[config.mk]
export PLATFORM = sky130hd
export DESIGN_NAME = wdbb_top
export DESIGN_NICKNAME = d
export VERILOG_FILES = /design/src/rtl/wdbb_pkg.sv /design/src/rtl/wdbb_regs.sv /design/src/rtl/wdbb_counter.sv /design/src/rtl/wdbb_stage.sv /design/src/rtl/wdbb_top.sv
export SDC_FILE = /design/constraint.sdc
export NUM_CORES = 1
export LEC_CHECK = 0
export ABC_AREA = 1
export CAP_MARGIN = 20
export CORE_ASPECT_RATIO = 0.8
export CORE_UTILIZATION = 55
export CTS_CLUSTER_SIZE = 25
export DETAILED_ROUTE_END_ITERATION = 6
export PLACE_DENSITY = 0.85
export SYNTH_ARGS = -nofsm -noshare
export SYNTH_HDL_FRONTEND = slang
export SYNTH_SLANG_ARGS = --single-unit
[constraint.sdc]
create_clock -name clk -period 3.6 [get_ports clk]
set_input_delay 0.36 -clock clk [delete_from_list [all_inputs] [get_ports clk]]
set_output_delay 0.36 -clock clk [all_outputs]
set_load 0.01 [all_outputs]
[src/rtl/wdbb_pkg.sv]
package wdbb_pkg;
   // Byte offsets of the word registers on the bus
   localparam int unsigned OFS_PET    = 32'h04;
   localparam int unsigned OFS_CTRL   = 32'h08;
   localparam int unsigned OFS_STAT   = 32'h0C;
   localparam int unsigned OFS_BARK   = 32'h10;
   localparam int unsigned OFS_BITE   = 32'h14;
   // Control bit positions
   localparam int unsigned CTRL_EN    = 0;
   localparam int unsigned CTRL_SUP   = 2;
   // Threshold stages: index 0 warns, index 1 resets
   localparam int unsigned NUM_STAGES = 2;
   localparam int unsigned STG_BARK   = 0;
   localparam int unsigned STG_BITE   = 1;

   typedef struct packed {
      logic sup_off;
      logic enable;
   } wdbb_ctrl_t;
endpackage

[src/rtl/wdbb_regs.sv]
module wdbb_regs
   import wdbb_pkg::*;
#(
   parameter int unsigned ADDR_W   = 8,
   parameter int unsigned DATA_W   = 32,
   parameter int unsigned CNT_W    = 32,
   parameter int unsigned BARK_RST = 360435,
   parameter int unsigned BITE_RST = 458710
) (
   input  logic              clk,
   input  logic              rst_n,
   input  logic              wr_en,
   input  logic              rd_en,
   input  logic [ADDR_W-1:0] addr,
   input  logic [DATA_W-1:0] wdata,
   input  logic              bark_f,
   input  logic              bite_f,
   output logic [DATA_W-1:0] rdata,
   output logic              run,
   output logic              pet,
   output logic [CNT_W-1:0]  bark_t,
   output logic [CNT_W-1:0]  bite_t
);
   localparam logic [ADDR_W-1:0] A_PET  = ADDR_W'(OFS_PET);
   localparam logic [ADDR_W-1:0] A_CTRL = ADDR_W'(OFS_CTRL);
   localparam logic [ADDR_W-1:0] A_STAT = ADDR_W'(OFS_STAT);
   localparam logic [ADDR_W-1:0] A_BARK = ADDR_W'(OFS_BARK);
   localparam logic [ADDR_W-1:0] A_BITE = ADDR_W'(OFS_BITE);

   wdbb_ctrl_t        ctrl_q;
   logic [DATA_W-1:0] rd_nxt;

   always_ff @(posedge clk or negedge rst_n) begin
      if (!rst_n) begin
         ctrl_q <= '0;
         bark_t <= CNT_W'(BARK_RST);
         bite_t <= CNT_W'(BITE_RST);
      end else if (wr_en) begin
         if (addr == A_CTRL) begin
            ctrl_q.enable  <= wdata[CTRL_EN];
            ctrl_q.sup_off <= wdata[CTRL_SUP];
         end
         if (addr == A_BARK) bark_t <= wdata[CNT_W-1:0];
         if (addr == A_BITE) bite_t <= wdata[CNT_W-1:0];
      end
   end

   assign run = ctrl_q.enable & ~ctrl_q.sup_off;
   assign pet = wr_en & (addr == A_PET) & wdata[0];

   always_comb begin
      rd_nxt = '0;
      case (addr)
         A_CTRL: begin
            rd_nxt[CTRL_EN]  = ctrl_q.enable;
            rd_nxt[CTRL_SUP] = ctrl_q.sup_off;
         end
         A_STAT: rd_nxt[2:0] = {bite_f, bark_f, run};
         A_BARK: rd_nxt = DATA_W'(bark_t);
         A_BITE: rd_nxt = DATA_W'(bite_t);
         default: rd_nxt = '0;
      endcase
   end

   always_ff @(posedge clk or negedge rst_n) begin
      if (!rst_n)     rdata <= '0;
      else if (rd_en) rdata <= rd_nxt;
   end
endmodule

[src/rtl/wdbb_counter.sv]
module wdbb_counter #(
   parameter int unsigned CNT_W = 32
) (
   input  logic             clk,
   input  logic             rst_n,
   input  logic             tick,
   input  logic             run,
   input  logic             pet,
   input  logic [CNT_W-1:0] limit,
   output logic [CNT_W-1:0] cnt
);
   logic at_limit;
   assign at_limit = (cnt >= limit);

   always_ff @(posedge clk or negedge rst_n) begin
      if (!rst_n)                       cnt <= '0;
      else if (pet || !run)             cnt <= '0;
      else if (tick && !at_limit)       cnt <= cnt + 1'b1;
   end
endmodule

[src/rtl/wdbb_stage.sv]
module wdbb_stage #(
   parameter int unsigned CNT_W = 32
) (
   input  logic             clk,
   input  logic             rst_n,
   input  logic             run,
   input  logic             pet,
   input  logic [CNT_W-1:0] cnt,
   input  logic [CNT_W-1:0] thr,
   output logic             flag
);
   always_ff @(posedge clk or negedge rst_n) begin
      if (!rst_n)               flag <= 1'b0;
      else if (pet || !run)     flag <= 1'b0;
      else if (cnt >= thr)      flag <= 1'b1;
   end
endmodule

[src/rtl/wdbb_top.sv]
module wdbb_top
   import wdbb_pkg::*;
#(
   parameter int unsigned ADDR_W   = 8,
   parameter int unsigned DATA_W   = 32,
   parameter int unsigned CNT_W    = 32,
   parameter int unsigned BARK_RST = 360435,
   parameter int unsigned BITE_RST = 458710
) (
   input  logic              clk,
   input  logic              rst_n,
   input  logic              tick,
   input  logic              wr_en,
   input  logic              rd_en,
   input  logic [ADDR_W-1:0] addr,
   input  logic [DATA_W-1:0] wdata,
   output logic [DATA_W-1:0] rdata,
   output logic              bark_irq,
   output logic              bite_rst
);
   if (CNT_W < 2 || CNT_W > DATA_W) begin : g_bad_cnt
      $error("wdbb_top: CNT_W must lie in 2..DATA_W");
   end
   if (DATA_W < 3) begin : g_bad_data
      $error("wdbb_top: DATA_W too narrow for status");
   end
   if (ADDR_W < 5) begin : g_bad_addr
      $error("wdbb_top: ADDR_W cannot reach the bite register");
   end
   if (BITE_RST < BARK_RST) begin : g_bad_rst
      $error("wdbb_top: reset bite value below reset bark value");
   end

   logic                 run;
   logic                 pet;
   logic [CNT_W-1:0]     cnt;
   logic [CNT_W-1:0]     bark_t;
   logic [CNT_W-1:0]     bite_t;
   logic [CNT_W-1:0]     thr   [NUM_STAGES];
   logic [NUM_STAGES-1:0] flags;

   assign thr[STG_BARK] = bark_t;
   assign thr[STG_BITE] = bite_t;

   wdbb_regs #(
      .ADDR_W(ADDR_W), .DATA_W(DATA_W), .CNT_W(CNT_W),
      .BARK_RST(BARK_RST), .BITE_RST(BITE_RST)
   ) u_regs (
      .clk(clk), .rst_n(rst_n), .wr_en(wr_en), .rd_en(rd_en),
      .addr(addr), .wdata(wdata),
      .bark_f(flags[STG_BARK]), .bite_f(flags[STG_BITE]),
      .rdata(rdata), .run(run), .pet(pet),
      .bark_t(bark_t), .bite_t(bite_t)
   );

   wdbb_counter #(.CNT_W(CNT_W)) u_cnt (
      .clk(clk), .rst_n(rst_n), .tick(tick), .run(run), .pet(pet),
      .limit(bite_t), .cnt(cnt)
   );

   for (genvar s = 0; s < NUM_STAGES; s++) begin : g_stage
      wdbb_stage #(.CNT_W(CNT_W)) u_stg (
         .clk(clk), .rst_n(rst_n), .run(run), .pet(pet),
         .cnt(cnt), .thr(thr[s]), .flag(flags[s])
      );
   end

   assign bark_irq = flags[STG_BARK];
   assign bite_rst = flags[STG_BITE];
endmodule

; ---- After elaboration in Yosys (flattened, before gate mapping)
; Index checks and enable logic that the tools add are counted.
; W data, S select, Z words.
[classes]
multipliers = 0
div = 0
shifts = 0
eq_ne = 5
magnitude_cmp = 2
add_sub_neg = 1
muxes = 10
n_reduce_logical = 10
bitwise_logic = 4
[ops]
columns = op, n
row1 = $ge A32 B32 Y1, 2
row2 = $mux W32, 2
row3 = $pmux W29 S2, 1
row4 = $add A32 B1 Y32 const B, 1
row5 = $eq A8 B4 Y1 const B, 2
row6 = $eq A8 B5 Y1 const B, 2
row7 = $eq A8 B3 Y1 const B, 1
row8 = $pmux W1 S4, 2
row9 = $reduce_and A2 Y1, 3
row10 = $reduce_bool A2 Y1, 3
row11 = $mux W1, 4
row12 = $and A1 B1 Y1, 3
row13 = $pmux W1 S3, 1
row14 = $logic_not A1 Y1, 2
row15 = $logic_and A1 B1 Y1, 1
row16 = $logic_or A1 B1 Y1, 1
row17 = $not A1 Y1, 1
[totals]
ram_bits = 0
mem_bits_ro = 0
ff_bits = 132
latchBits = 0
n_memories = 0
output_inout_bits = 34
wordCells = 40
inputBits = 45

; ---- Logic depth before layout (Yosys ltp)
[logic_depth]
word_depth = 5
mapped_depth = 18
mapped_depth_nobuf = 16

; ---- By module
; A second synthesis with hierarchy kept.
[unflattened]
hier_cells = 1316
area_unflattened_um2 = 9457.8
[modules_own_cells]
columns = module, cells_each, n_inst, area_each_um2, seq_area_each_um2
row1 = wdbb_regs, 518, 1, 4409.2, 2489.9
row2 = wdbb_counter, 506, 1, 3244.4, 800.8
row3 = wdbb_stage, 146, 2, 902.1, 25.0

; ---- Worst setup path after synthesis
; OpenSTA, ideal clock, no wires.
[synth_timing]
path_type = register -> register
start = register u_regs.bite_t[7]
end = register u_cnt.cnt[18]
required_ps = 3483
slack_ps = 1650
stages_incl_launch_ff = 18
arrival_ps = 1833
synth_period_minus_slack_ps = 1950
n_path_buf = 2
setup_time_ps = 117
cell_sequence = dfstp_2 inv_1 ha_1 nand2_1 nor2_1 nand2_1 nand2_1 nor2_1 nand2_1 nand2_1 nand2_1 nand2_2 nand3_4 nand2_2 buf_6 buf_6 nand2_1 nand2_1
[synth_between]
elab_chain_cells = 4
[synth_rtl]
columns = item, line_no
row1 = start: declaration, wdbb_regs.sv:22  ; output logic [CNT_W-1:0] bite_t
row2 = start signal: assignment, wdbb_regs.sv:37  ; bite_t <= CNT_W'(BITE_RST);
row3 = start signal: assignment, wdbb_regs.sv:44  ; if (addr == A_BITE) bite_t <= wdata[CNT_W-1:0];
row4 = $ge A32 B32 Y1, wdbb_counter.sv:13  ; assign at_limit = (cnt >= limit);
row5 = $logic_not A1 Y1, wdbb_counter.sv:18  ; else if (tick && !at_limit) cnt <= cnt + 1'b1;
row6 = $logic_and A1 B1 Y1, wdbb_counter.sv:18
row7 = $reduce_bool A2 Y1 (no source line), --
row8 = end signal: assignment, wdbb_counter.sv:18
row9 = end: declaration, wdbb_counter.sv:10  ; output logic [CNT_W-1:0] cnt
; No other way between the ends.
; A chain may end at the register's enable or synchronous reset.

; ---- Final worst setup path
[layout_timing]
start = register u_cnt.cnt[21]
end = register u_cnt.cnt[7]
[layout_between]
elab_chain_cells = 4
[layout_rtl]
columns = item, line_no
row1 = $ge A32 B32 Y1, wdbb_counter.sv:13
row2 = $logic_not A1 Y1, wdbb_counter.sv:18
row3 = $logic_and A1 B1 Y1, wdbb_counter.sv:18
row4 = $reduce_bool A2 Y1 (no source line), --
; No other way between the ends.

==> impl_metrics.ini <==
[status]
status = finished clean

[synthesis]
syn-num-nets = 1170
synth_cells = 1060
muxShareOfSynthArea = 0
ys_ff_latch = 132
ys_warn_count = 0
synth-edff-count = 0
synth_top_family_by_area = simple AND/OR/NAND/NOR gates
syn_area_per_cell_um2 = 7.593
synthTopCellsByArea = dfrtp_1, nand2_1, ha_1
synth_commonest_cells = nand2_1, inv_1, nor2_1, dfrtp_1, nand3_1
synthXorXnorAreaFrac = 0.02938
yosys.area.top_type = dfrtp_1
synth.most_common_cell = nand2_1
synth_cell_type_count = 32
synthSimpleGateAreaFrac = 0.2619
synth_ff_type = dfrtp_1
synth_top_area_share = 0.3171
synth-adder-area-share = 0.1010
ys_async_sr_fraction = 1.000
synth_area_um2 = 8049
synth-seq-area-share = 0.4150
synth-compound-area-share = 0.1028

[critical_path]
crit_fanout = 29
cp-startpoint = u_cnt.cnt[21]$_DFFE_PN0P_
r2r_end = u_cnt.cnt[7]$_DFFE_PN0P_
path_cells = ha_1, a21oi_1, o21a_1, nand2_1, a21oi_2, nand3_4, nand2_2, nand2_1, nand2_1
critPathKind = reg -> reg
worstReg2RegStart = u_cnt.cnt[21]$_DFFE_PN0P_
rr_worst_depth = 9
cp-end-kind = register
critPathSlowestCell = dfrtp_1
crit_top_cell = nand2_1
crit_cells = 9
required_ns = 3.96
setup.worst_path.start_class = register
cp.arrival_ns = 2.68
critPathMaxStageDelay_ns = 0.52
cp_num_buf_inv = 0
path_delay_family = simple AND/OR/NAND/NOR gates
rrSetupSlack_ns = 1.28

[worst_hold_path]
hold_depth = 3
worstHoldStart = wdata[10]
hp-class = in -> reg
min_to = u_regs.bark_t[10]$_DFFE_PN1P_

[power]
ir_drop_v = 0.0003317
powerDensity_nw_per_um2 = 386.7
p_leak_nw = 4.305
power_mw = 3.707

[global_routing]
grtUsageTotal = 0.2866
grt-busiest-layer = met2
met1_usage = 0.4161
use_met2 = 0.4221
use_met3 = 0.06081
overflow = 0
grt_pass1_vias = 6733
antenna_found_initial = 0
grt_start_max_net_pins = 65
grt_pass1_wl_um = 33060

[floorplanning]
die_h_um = 110.2
die-area_um2 = 15130
core_area_um2 = 14300
pin_count = 79
rows = 39
start_util = 0.5630
dieWidth_um = 137.3

[clock_tree]
cts_buffers = 17
clockBufferDepth = 2
numClockSinks = 132
path_clk_slew_ns = 0.06
root_buffer = clkbuf_16
cts_max_level = 4
cts_setup_buffers = 0
clkLatencyLatePin_ns = 0.43
tritoncts = built

[route]
drc = 0
vias = 7256
wl_per_cell_um = 15.29
via_per_inst = 5.472
drtIter0Drc = 615
routed_wirelength_um = 20270
ant_nets = 0
dr.pass1.iters = 5

[finish]
multiInputGateArea_um2 = 3985
fillers = 1103
diodes = 0
area_growth_pct = 19.10
regArea_um2 = 3341
drive_above_1_share = 0.08319
nets = 1239
fin_area_um2 = 9587

[timing]
hold_viol_final = 0
timing.final.crit_share = 0.6435
fin_crit_ns = 2.317
hold_slack_ns = 0.4645
relSlewSlack = 0.5580
setup_violations = 0
worstMarginPinSlew_ns = 0.6629
rsz0062_at_grt = no
slew_violations = 0
fmax_ghz = 0.4317
clock_skew_ns = 0.008170
timing.setup.tns_ns = 0

[job]
cap_violations = 0

[placement]
gp_congestion = 0.9243
dp_hpwl_um = 14140
port_buffers = 78
place_area_um2 = 8962
[registers in the layout, summed over array words and instances (netlist names)]
signal and count:
u_regs.ctrl_q 2, g_stage.u_stg.flag 2, u_regs.bark_t 32, u_regs.rdata 32, u_regs.bite_t 32, u_cnt.cnt 32
[per-stage QoR]
stage | cells | setup WS [ns] | util
floorplan | 1060 | 1.650 | -
global placement | 1291 | 0.9090 | 0.6268
detailed placement | 1291 | 0.7437 | 0.6268
CTS | 1324 | 1.173 | 0.6672
global route | 1326 | 1.071 | 0.6705
finish | 1326 | 1.283 | 0.6705
[final cells by class]
cell class | instances | share of cell area
repair buffers | 90 | 0.09632
inverters | 144 | 0.05638
clock inverters | 10 | 0.01070
clock buffers | 22 | 0.04842
flip-flops and latches | 132 | 0.3485
multi-input cells | 744 | 0.4157
well taps | 184 | 0.02401
[how the worst max path moves through the flow]
stage / to / slack, ns
floorplan: u_cnt.cnt[18]$_DFFE_PN0P_ / 1.65
CTS: u_regs.bite_t[12]$_DFFE_PN1P_ / 1.17
detailed placement: u_regs.bite_t[12]$_DFFE_PN1P_ / 0.74
finish: u_cnt.cnt[7]$_DFFE_PN0P_ / 1.28
global route: u_cnt.cnt[17]$_DFFE_PN0P_ / 1.07
global placement: u_regs.bite_t[18]$_DFFE_PN1P_ / 0.91
[where the power goes]
group          leakage, nW  internal, mW  switching (mW)  total [mW]
Sequential            1.69          1.56          0.0448        1.60
Combinational         2.36         0.185           0.272       0.458
Clock                0.259         0.988           0.660        1.65
Total                 4.31          2.73           0.977        3.71
[cells in the final DEF, fill, tap and decap left out, drive strengths merged]
cell type	count
nand2	281
o21ai	80
dfrtp	102
o21a	4
nand3	78
a31oi	30
ha	65
o22ai	4
nand3b	1
bufinv	1
clkinvlp	5
a21oi	30
xnor2	10
inv	144
nor3	23
nand4	9
dfstp	30
o21bai	2
clkbuf	22
clkinv	4
xor2	17
clkdlybuf4s50	76
nor2	110
buf	13
dlygate4sd3	1
[routing by layer]
metal / part of all wire / vias to the layer above
met5: 0 / -
met3: 0.069 / 36
met2: 0.43 / 265
met1: 0.47 / 3405
met4: 0.022 / 0
li1: - / 3550
[logic make-up after synthesis]
family                   after synthesis
AND/OR/NAND/NOR                      502
XOR/XNOR                              27
flip-flops                           132
buffers and inverters                184
AO/OA/AOI/OAI                        150
adder cells (fa/ha/maj)               65
[tightest hold or removal path: stages]
cell and delay, ns:
clkdlybuf4s50_1 0.39, inv_1 0.07, o21ai_1 0.07
[repair_timing]
| action | 4_1_cts | 5_1_grt |
|---|---|---|
| hold buffers | 1 | 0 |
| endpoints found under the hold margin | 34 | 0 |
| resized for setup | 0 | 0 |
(Power assumes the default switching activity.)
